[src/rtl/clksrc_pkg.sv]
package clksrc_pkg;
  typedef enum logic [1:0] {
    MODE_RING = 2'd0,
    MODE_MAIN = 2'd1,
    MODE_SUB  = 2'd2
  } mode_e;

  localparam int unsigned FLD_W       = 5;
  localparam int unsigned B_SEL_MAIN  = 0;
  localparam int unsigned B_SEL_SUB   = 1;
  localparam int unsigned B_HALT_RP   = 2;
  localparam int unsigned B_HALT_SP   = 3;
  localparam int unsigned B_HALT_RING = 4;

  typedef struct packed {
    mode_e sel;
    logic  halt_main_rp;
    logic  halt_main_sp;
    logic  halt_ring;
  } ctl_req_t;
endpackage

[src/rtl/clksrc_req_decode.sv]
module clksrc_req_decode
  import clksrc_pkg::*;
#(
  parameter int unsigned CTRL_W = FLD_W
) (
  input  logic [CTRL_W-1:0] wr_data,
  output ctl_req_t          req
);
  always_comb begin
    if (wr_data[B_SEL_SUB])       req.sel = MODE_SUB;
    else if (wr_data[B_SEL_MAIN]) req.sel = MODE_MAIN;
    else                          req.sel = MODE_RING;
    req.halt_main_rp = wr_data[B_HALT_RP];
    req.halt_main_sp = wr_data[B_HALT_SP];
    req.halt_ring    = wr_data[B_HALT_RING];
  end
endmodule

[src/rtl/clksrc_policy.sv]
module clksrc_policy
  import clksrc_pkg::*;
(
  input  mode_e    mode_q,
  input  mode_e    tgt_q,
  input  logic     mstop_q,
  input  logic     rstop_q,
  input  logic     wr_en,
  input  ctl_req_t req,
  input  logic     ring_stop_allowed,
  output mode_e    tgt_d,
  output logic     mstop_d,
  output logic     rstop_d
);
  always_comb begin
    tgt_d   = tgt_q;
    mstop_d = mstop_q;
    rstop_d = rstop_q;
    if (wr_en) begin
      // legal transition graph: ring<->main<->sub
      case (mode_q)
        MODE_RING: if (req.sel != MODE_SUB)  tgt_d = req.sel;
        MODE_MAIN: tgt_d = req.sel;
        MODE_SUB:  if (req.sel != MODE_RING) tgt_d = req.sel;
        default:   tgt_d = tgt_q;
      endcase
      // main-oscillator halt: a different bit is legal per mode
      if (tgt_d == MODE_MAIN)
        mstop_d = 1'b0;
      else if (mode_q == MODE_RING && tgt_d == MODE_RING)
        mstop_d = req.halt_main_rp;
      else if (mode_q == MODE_SUB && tgt_d == MODE_SUB)
        mstop_d = req.halt_main_sp;
      // ring-oscillator halt: never while ring is active or targeted
      if (tgt_d == MODE_RING)
        rstop_d = 1'b0;
      else if (mode_q != MODE_RING)
        rstop_d = req.halt_ring;
    end
    if (!ring_stop_allowed) rstop_d = 1'b0;
  end
endmodule

[src/rtl/clksrc_mode_seq.sv]
module clksrc_mode_seq
  import clksrc_pkg::*;
#(
  parameter int unsigned SEL_W = 2
) (
  input  logic             clk,
  input  logic             rst_n,
  input  mode_e            tgt_d,
  input  logic             mstop_d,
  input  logic             rstop_d,
  input  logic             main_osc_ready,
  output mode_e            mode_q,
  output mode_e            tgt_q,
  output logic             mstop_q,
  output logic             rstop_q,
  output logic [SEL_W-1:0] clk_sel,
  output logic             stat_sub,
  output logic             stat_main
);
  mode_e mode_d;

  always_comb begin
    if (tgt_d == MODE_MAIN)
      mode_d = (mode_q == MODE_MAIN || main_osc_ready) ? MODE_MAIN : mode_q;
    else
      mode_d = tgt_d;
  end

  always_ff @(posedge clk or negedge rst_n) begin
    if (!rst_n) begin
      mode_q  <= MODE_RING;
      tgt_q   <= MODE_RING;
      mstop_q <= 1'b0;
      rstop_q <= 1'b0;
    end else begin
      mode_q  <= mode_d;
      tgt_q   <= tgt_d;
      mstop_q <= mstop_d;
      rstop_q <= rstop_d;
    end
  end

  assign clk_sel   = SEL_W'(mode_q);
  assign stat_sub  = (mode_q == MODE_SUB);
  assign stat_main = (mode_q != MODE_RING);
endmodule

[src/rtl/clksrc_mode_ctrl.sv]
module clksrc_mode_ctrl
  import clksrc_pkg::*;
#(
  parameter int unsigned CTRL_W = FLD_W,
  parameter int unsigned SEL_W  = 2
) (
  input  logic              clk,
  input  logic              rst_n,
  input  logic              wr_en,
  input  logic [CTRL_W-1:0] wr_data,
  input  logic              ring_stop_allowed,
  input  logic              main_osc_ready,
  output logic              main_osc_en,
  output logic              ring_osc_en,
  output logic [SEL_W-1:0]  clk_sel,
  output logic              stat_sub,
  output logic              stat_main
);
  ctl_req_t req;
  mode_e    mode_q, tgt_q, tgt_d;
  logic     mstop_q, rstop_q, mstop_d, rstop_d;

  clksrc_req_decode #(.CTRL_W(CTRL_W)) u_dec (
    .wr_data (wr_data),
    .req     (req)
  );

  clksrc_policy u_pol (
    .mode_q            (mode_q),
    .tgt_q             (tgt_q),
    .mstop_q           (mstop_q),
    .rstop_q           (rstop_q),
    .wr_en             (wr_en),
    .req               (req),
    .ring_stop_allowed (ring_stop_allowed),
    .tgt_d             (tgt_d),
    .mstop_d           (mstop_d),
    .rstop_d           (rstop_d)
  );

  clksrc_mode_seq #(.SEL_W(SEL_W)) u_seq (
    .clk            (clk),
    .rst_n          (rst_n),
    .tgt_d          (tgt_d),
    .mstop_d        (mstop_d),
    .rstop_d        (rstop_d),
    .main_osc_ready (main_osc_ready),
    .mode_q         (mode_q),
    .tgt_q          (tgt_q),
    .mstop_q        (mstop_q),
    .rstop_q        (rstop_q),
    .clk_sel        (clk_sel),
    .stat_sub       (stat_sub),
    .stat_main      (stat_main)
  );

  assign main_osc_en = ~mstop_q;
  assign ring_osc_en = ~rstop_q;
endmodule

[config.mk]
export PLATFORM = sky130hd
export DESIGN_NAME = clksrc_mode_ctrl
export DESIGN_NICKNAME = d
export VERILOG_FILES = /design/src/rtl/clksrc_pkg.sv /design/src/rtl/clksrc_req_decode.sv /design/src/rtl/clksrc_policy.sv /design/src/rtl/clksrc_mode_seq.sv /design/src/rtl/clksrc_mode_ctrl.sv
export SDC_FILE = /design/constraint.sdc
export NUM_CORES = 1
export LEC_CHECK = 0
export ABC_AREA = 1
export BUFFER_PORTS_ARGS = -buffer_cell sky130_fd_sc_hd__buf_2
export CAP_MARGIN = 20
export CELL_PAD_IN_SITES_DETAIL_PLACEMENT = 0
export CELL_PAD_IN_SITES_GLOBAL_PLACEMENT = 1
export CORE_ASPECT_RATIO = 1.1
export CORE_MARGIN = 5
export CORE_UTILIZATION = 28
export DETAILED_ROUTE_END_ITERATION = 12
export GPL_TIMING_DRIVEN = 1
export PLACE_DENSITY_LB_ADDON = 0.1
export SLEW_MARGIN = 10
export SYNTH_ARGS = -nofsm -noshare
export SYNTH_HDL_FRONTEND = slang
export SYNTH_SLANG_ARGS = --single-unit
[constraint.sdc]
create_clock -name clk -period 1.2 [get_ports clk]
set_input_delay 0.24 -clock clk [delete_from_list [all_inputs] [get_ports clk]]
set_output_delay 0.24 -clock clk [all_outputs]
set_load 0.02 [all_outputs]
Word-level counts from Yosys, hierarchy flattened
Index checks and enable logic that the tools add are counted.
W data, S select, Z words.
- bits in registers: 6
- input bits: 10
- output and inout port bits: 6
- logic and storage cells: 41
- equal/unequal tests: 9
- multiplexer cells: 16
- bitwise gates (word level): 2
- reductions and logical operators: 10
- operators by type and width (kind ; number):
    $mux W2 ; 7
    $mux W1 ; 8
    $eq A2 B1 Y1 const B ; 3
    $ne A2 B2 Y1 const B ; 3
    $pmux W2 S3 ; 1
    $eq A2 B2 Y1 const B ; 2
    $logic_not A2 Y1 ; 2
    $reduce_and A2 Y1 ; 2
    $reduce_bool A2 Y1 ; 2
    $ne A3 B1 Y1 const B ; 1
    $reduce_bool A3 Y1 ; 1
    $logic_and A1 B1 Y1 ; 2
    $not A1 Y1 ; 2
    $logic_or A1 B1 Y1 ; 1

Depth between registers and ports, before layout
- word-level depth: 11
- gate-level depth with buffers: 12
- mapped depth without buffers: 12

Modules after synthesis
From an unflattened synthesis, not the netlist that was laid out.
- cells, all modules: 76
- area, all modules: 480.5 µm²
- by module, submodules not included (module ; times used ; cells each ; area each (µm²) ; sequential area each (µm²)):
    clksrc_policy ; 1 ; 51 ; 226.5 ; 0.0
    clksrc_mode_seq ; 1 ; 17 ; 206.4 ; 150.1
    clksrc_req_decode ; 1 ; 6 ; 40.0 ; 0.0
    clksrc_mode_ctrl ; 1 ; 2 ; 7.5 ; 0.0

Worst setup path before layout
Ideal clock, no wire load.
- path type: register -> register
- from: reg u_seq.mode_q[1], in the netlist u_seq.clk_sel[1]
- to: reg u_seq.mstop_q
- setup time: 0.119 ns
- arrival time: 1.441 ns
- data required time: 1.081 ns
- setup slack: -0.359 ns
- cell stages (with the launch flop): 12
- buffers on the path: 0
- period minus slack after synthesis: 1.559 ns
- path through: dfrtp_1 inv_2 nor2_2 o211ai_1 nand2_2 nand2_4 nand2_1 nand2_1 nand2_1 nor2_1 nand2_1 nand2_1
- longest elaborated chain between the ends: 7
- elaborated cells between the ends (all ways): 14
- those cells by class: eq/ne (4); mux (4); reduce/logical (6)
- RTL lines (element ; line ; RTL):
    start: declaration ; clksrc_mode_seq.sv:12 ; output mode_e mode_q,
    start signal: assignment ; clksrc_mode_seq.sv:36 ; mode_q <= mode_d;
    $eq A2 B2 Y1 (*) ; -- ;
    named net stat_sub ; clksrc_mode_ctrl.sv:16 ; output logic stat_sub,
    $pmux W2 S3 ; clksrc_policy.sv:21 ; case (mode_q)
    $mux W2 ; clksrc_policy.sv:19 ; if (wr_en) begin
    $eq A2 B2 Y1 / $logic_not A2 Y1 (equally long branches) ; clksrc_policy.sv:32, clksrc_policy.sv:30 ;
    $logic_and A1 B1 Y1, on equally long branches ; clksrc_policy.sv:32, clksrc_policy.sv:30 ;
    $reduce_bool A3 Y1 (no source line) / $mux W1 (equally long branches) ; -- ;
    $reduce_and A2 Y1 (no source line) / $mux W1 (equally long branches) ; -- ;
    end signal: assignment ; clksrc_mode_seq.sv:38 ; mstop_q <= mstop_d;
    end: declaration ; clksrc_mode_seq.sv:14 ; output logic mstop_q,
The timed path passes the listed nets; every way through them passes the cells marked *. The select of a mux whose other input is x is not followed.
A chain may end at the register's enable or synchronous reset.

Worst setup path after layout
- from: reg u_seq.mode_q[0], in the netlist u_seq.clk_sel[0]
- to: reg u_seq.mstop_q
- longest elaborated chain between the ends: 7
- elaborated cells between the ends (all ways): 14
- those cells by class: eq/ne (4); mux (4); reduce/logical (6)
- RTL lines (element ; line):
    $eq A2 B2 Y1, or another cell as far along ; clksrc_policy.sv:21, clksrc_policy.sv:32
    $pmux W2 S3 ; clksrc_policy.sv:21
    $mux W2 ; clksrc_policy.sv:19
    $eq A2 B2 Y1 / $logic_not A2 Y1 (equally long branches) ; clksrc_policy.sv:32, clksrc_policy.sv:30
    $logic_and A1 B1 Y1, on equally long branches ; clksrc_policy.sv:32, clksrc_policy.sv:30
    $reduce_bool A3 Y1 (no source line) / $mux W1 (equally long branches) ; --
    $reduce_and A2 Y1 (no source line) / $mux W1 (equally long branches) ; --
Several ways; a longest one is shown, not always the timed one. The select of a mux whose other input is x is not followed.

==> metrics.yaml <==
status: "finished, violations left"
violations: "negative setup slack"
cts_sinks: 6
fin_nets: 107
synth_fp_nets: 74
leakagePower_nw: 0.4016
cp.required_ns: 1.33
clock_path_buffers: 2
synth_cell_type_count: 17
antenna_left: 0
finalClockSkew_ns: 0.002029
route.met2.wl_um: 542
gp_congestion: 0.7688
switching_share_pct: 45.82
setup_tns_ns: -1.197
period_minus_slack_ns: 1.391
ys_ff_latch: 6
drive_gt1_share_pct: 55.21
critPathKind: "reg2reg"
boundaryPins: 16
area_delta_synth_final_pct: 67.82
yosys_warnings: 0
critPathArrivalTime_ns: 1.52
synth_top_family_by_area: "simple AND/OR/NAND/NOR gates"
p_sw_mw: 0.9321
topRoutingLayerUsed: "met4"
cp-start-kind: "register"
synthArstFlopShare_pct: 100.0
antenna_cells: 0
via_count: 490
grt_overflow: 0
grt_max_degree: 7
io_buffers: 15
drv_cap: 0
power.internal_mw: 1.102
grt_pass1_wl_um: 1800
yosysMostFrequentCell: "nand2_1"
dp_slack_ns: -0.1459
place_hpwl_um: 835.2
synth_top_area_share_pct: 34.48
yosysTopAreaCell: "dfrtp_1"
root_buffer: "clkbuf_4"
drc_errors: 0
avgSynthCellArea_sq_um: 6.803
vias_per_cell: 4.336
start_util_pct: 28.64
wl_met3_um: 51
path_clk_slew_ns: 0.05
powerDensity_mw_per_mm2: 2784
num_rows: 15
rsz0062_at_grt: "true"
drt_pass1_iterations: 4
power_frac_clock_pct: 10.0
syn-instance-count: 64
synth_adder_area_share_pct: 0
synthTopCellsByArea: "dfrtp_1 34%, nand2_1 15%, inv_1 12%, o21ai_1 5.7%, nand2_4 5.2%"
synth-main-ff-cell: "dfrtp_1"
hp-class: "in2reg"
core_sq_mm: 0.001520
grt_pass1_vias: 445
finalSetupViolCount: 9
hold_viol_final: 0
wl_per_cell_um: 10.10
synth-edff-count: 0
synth_xor_area_share_pct: 0
numCtsBuffers: 3
drv_slew: 0
p_total_mw: 2.034
max_freq_mhz: 718.8
dieWidth_um: 47.60
timing.final.ws_setup_ns: -0.1912
clk_latency_ns: 0.24
dieArea_sq_mm: 0.002445
synthSimpleGateAreaFrac_pct: 36.49
whs_ns: 0.2500
synthMuxAreaShare_pct: 0
power_frac_comb_pct: 69.1
seq_power_share_pct: 20.9
crit_top_cell: "nand2_2"
ir_drop_mv: 1.110
synth_compound_area_share_pct: 16.09
wl_met1_um: 498
yosysSeqAreaShare_pct: 34.48
relSlewSlack_pct: 83.72
synth_top_cells_by_count: "17 x nand2_1, 14 x inv_1, 6 x dfrtp_1, 5 x o21ai_1"
period_share_pct: 115.9
drt_first_iter_violations: 10
end_kind: "register"
cp_slowest_cell: "dfrtp_2"
netlist_area_sq_um: 435.4
max_slew.worst_pin.slew_ns: 0.2426
track_usage_pct: 10.54
cts_tree: "built"
cp_cell_sequence: "inv_2, nand2_2, nand3_2, nand2_2, nand2_2, nand2_4, nand2_2, nand2_2, nand2_2, o21ai_1, nand2_1"
worst-path-max-fanout: 5
die_h_um: 51.36
antenna_found_initial: 0
critPathMaxStageDelay_ns: 0.46
fin_util_pct: 48.07
wl_um: 1141
htree_levels: 1
-- power by group through the flow --
stage	sequential (mW)	combinational, mW	clock, mW
2_1_floorplan	0.431	0.666	0
3_3_place_gp	0.407	1.04	0
3_5_place_dp	0.401	1.04	0
4_1_cts	0.411	1.25	0.215
5_1_grt	0.440	1.55	0.232
6_report	0.424	1.41	0.204
-- sequential cells by signal (all words and copies together), names as in the netlist --
| register | cells |
|---|---|
| u_seq.clk_sel | 2 |
| u_seq.tgt_q | 2 |
| u_seq.rstop_q | 1 |
| u_seq.mstop_q | 1 |
-- worst max-delay path: cells and delay by family, from the launching register on --
family	cells	cell delay [ns]
buf+inv	1	0.08
simple gates	9	0.60
flops	1	0.46
compound gates	1	0.13
-- cell type report --
cell class / count / area, sq um
repair buffers: 28 / 198.9
flip-flops and latches: 6 / 152.6
clock buffers: 4 / 26.28
well taps: 17 / 21.27
fillers: 162 / 789.5
inverters: 15 / 56.30
multi-input cells: 43 / 275.3
-- metrics by stage --
| step | cells | area (sq um) |
|---|---|---|
| global route | 113 | 730.7 |
| CTS | 111 | 688.2 |
| floorplan | 64 | 446.7 |
| detailed placement | 102 | 588.1 |
| finish | 113 | 730.7 |
| global placement | 102 | 588.1 |
-- kinds of logic after synthesis --
group           after synthesis
flops                         6
simple gates                 32
buf+inv                      15
compound gates               11
-- timing repair --
action                                  4_1_cts  5_1_grt
resized for setup                            10       10
hold buffers                                  1        0
setup buffers                                 4        2
pin swaps                                     3        7
endpoints found under the setup margin        9        9
endpoints found under the hold margin         6        0
-- final timing paths --
check / start / end / slack, ns / depth (start not counted)
hold / removal: main_osc_ready / u_seq.clk_sel[1] / 0.25 / 4
setup / recovery: u_seq.clk_sel[0] / u_seq.mstop_q / -0.19 / 11
max in group asynchronous: rst_n / u_seq.clk_sel[0] / 0.70 / 2
min in group asynchronous: rst_n / u_seq.tgt_q[0] / 0.34 / 2
hold reg to reg: u_seq.mstop_q / u_seq.mstop_q / 0.49 / 2
setup reg to reg: u_seq.clk_sel[0] / u_seq.mstop_q / -0.19 / 11
-- cells in the final DEF (no fill, tap or decap) --
cell           synthesis  final
clkbuf_1               0      1
nor2_1                 3      2
o21bai_2               1      1
nor2_2                 2      1
nand2_4                2      3
buf_4                  0      9
nor2_4                 0      2
nand2_1               17     12
o311a_1                1      1
buf_2                  0     13
o21ai_0                2      1
inv_1                 14     13
nand3_1                3      2
clkbuf_4               0      3
dfrtp_1                6      4
o21ai_1                5      3
inv_2                  1      2
buf_6                  0      5
dfrtp_2                0      2
nand2_2                3      7
o211ai_1               1      1
o21ai_2                0      3
a31oi_1                1      1
nand3_2                0      1
or2_4                  1      1
nand4_1                1      1
dlygate4sd3_1          0      1
-- metal layers --
metal,GRT usage (%),vias up
met5,0,-
met1,14.65,207
met3,2.113,6
met2,13.62,12
li1,-,265
met4,8.072,0
No activity file was read; power rests on OpenSTA's default activity.
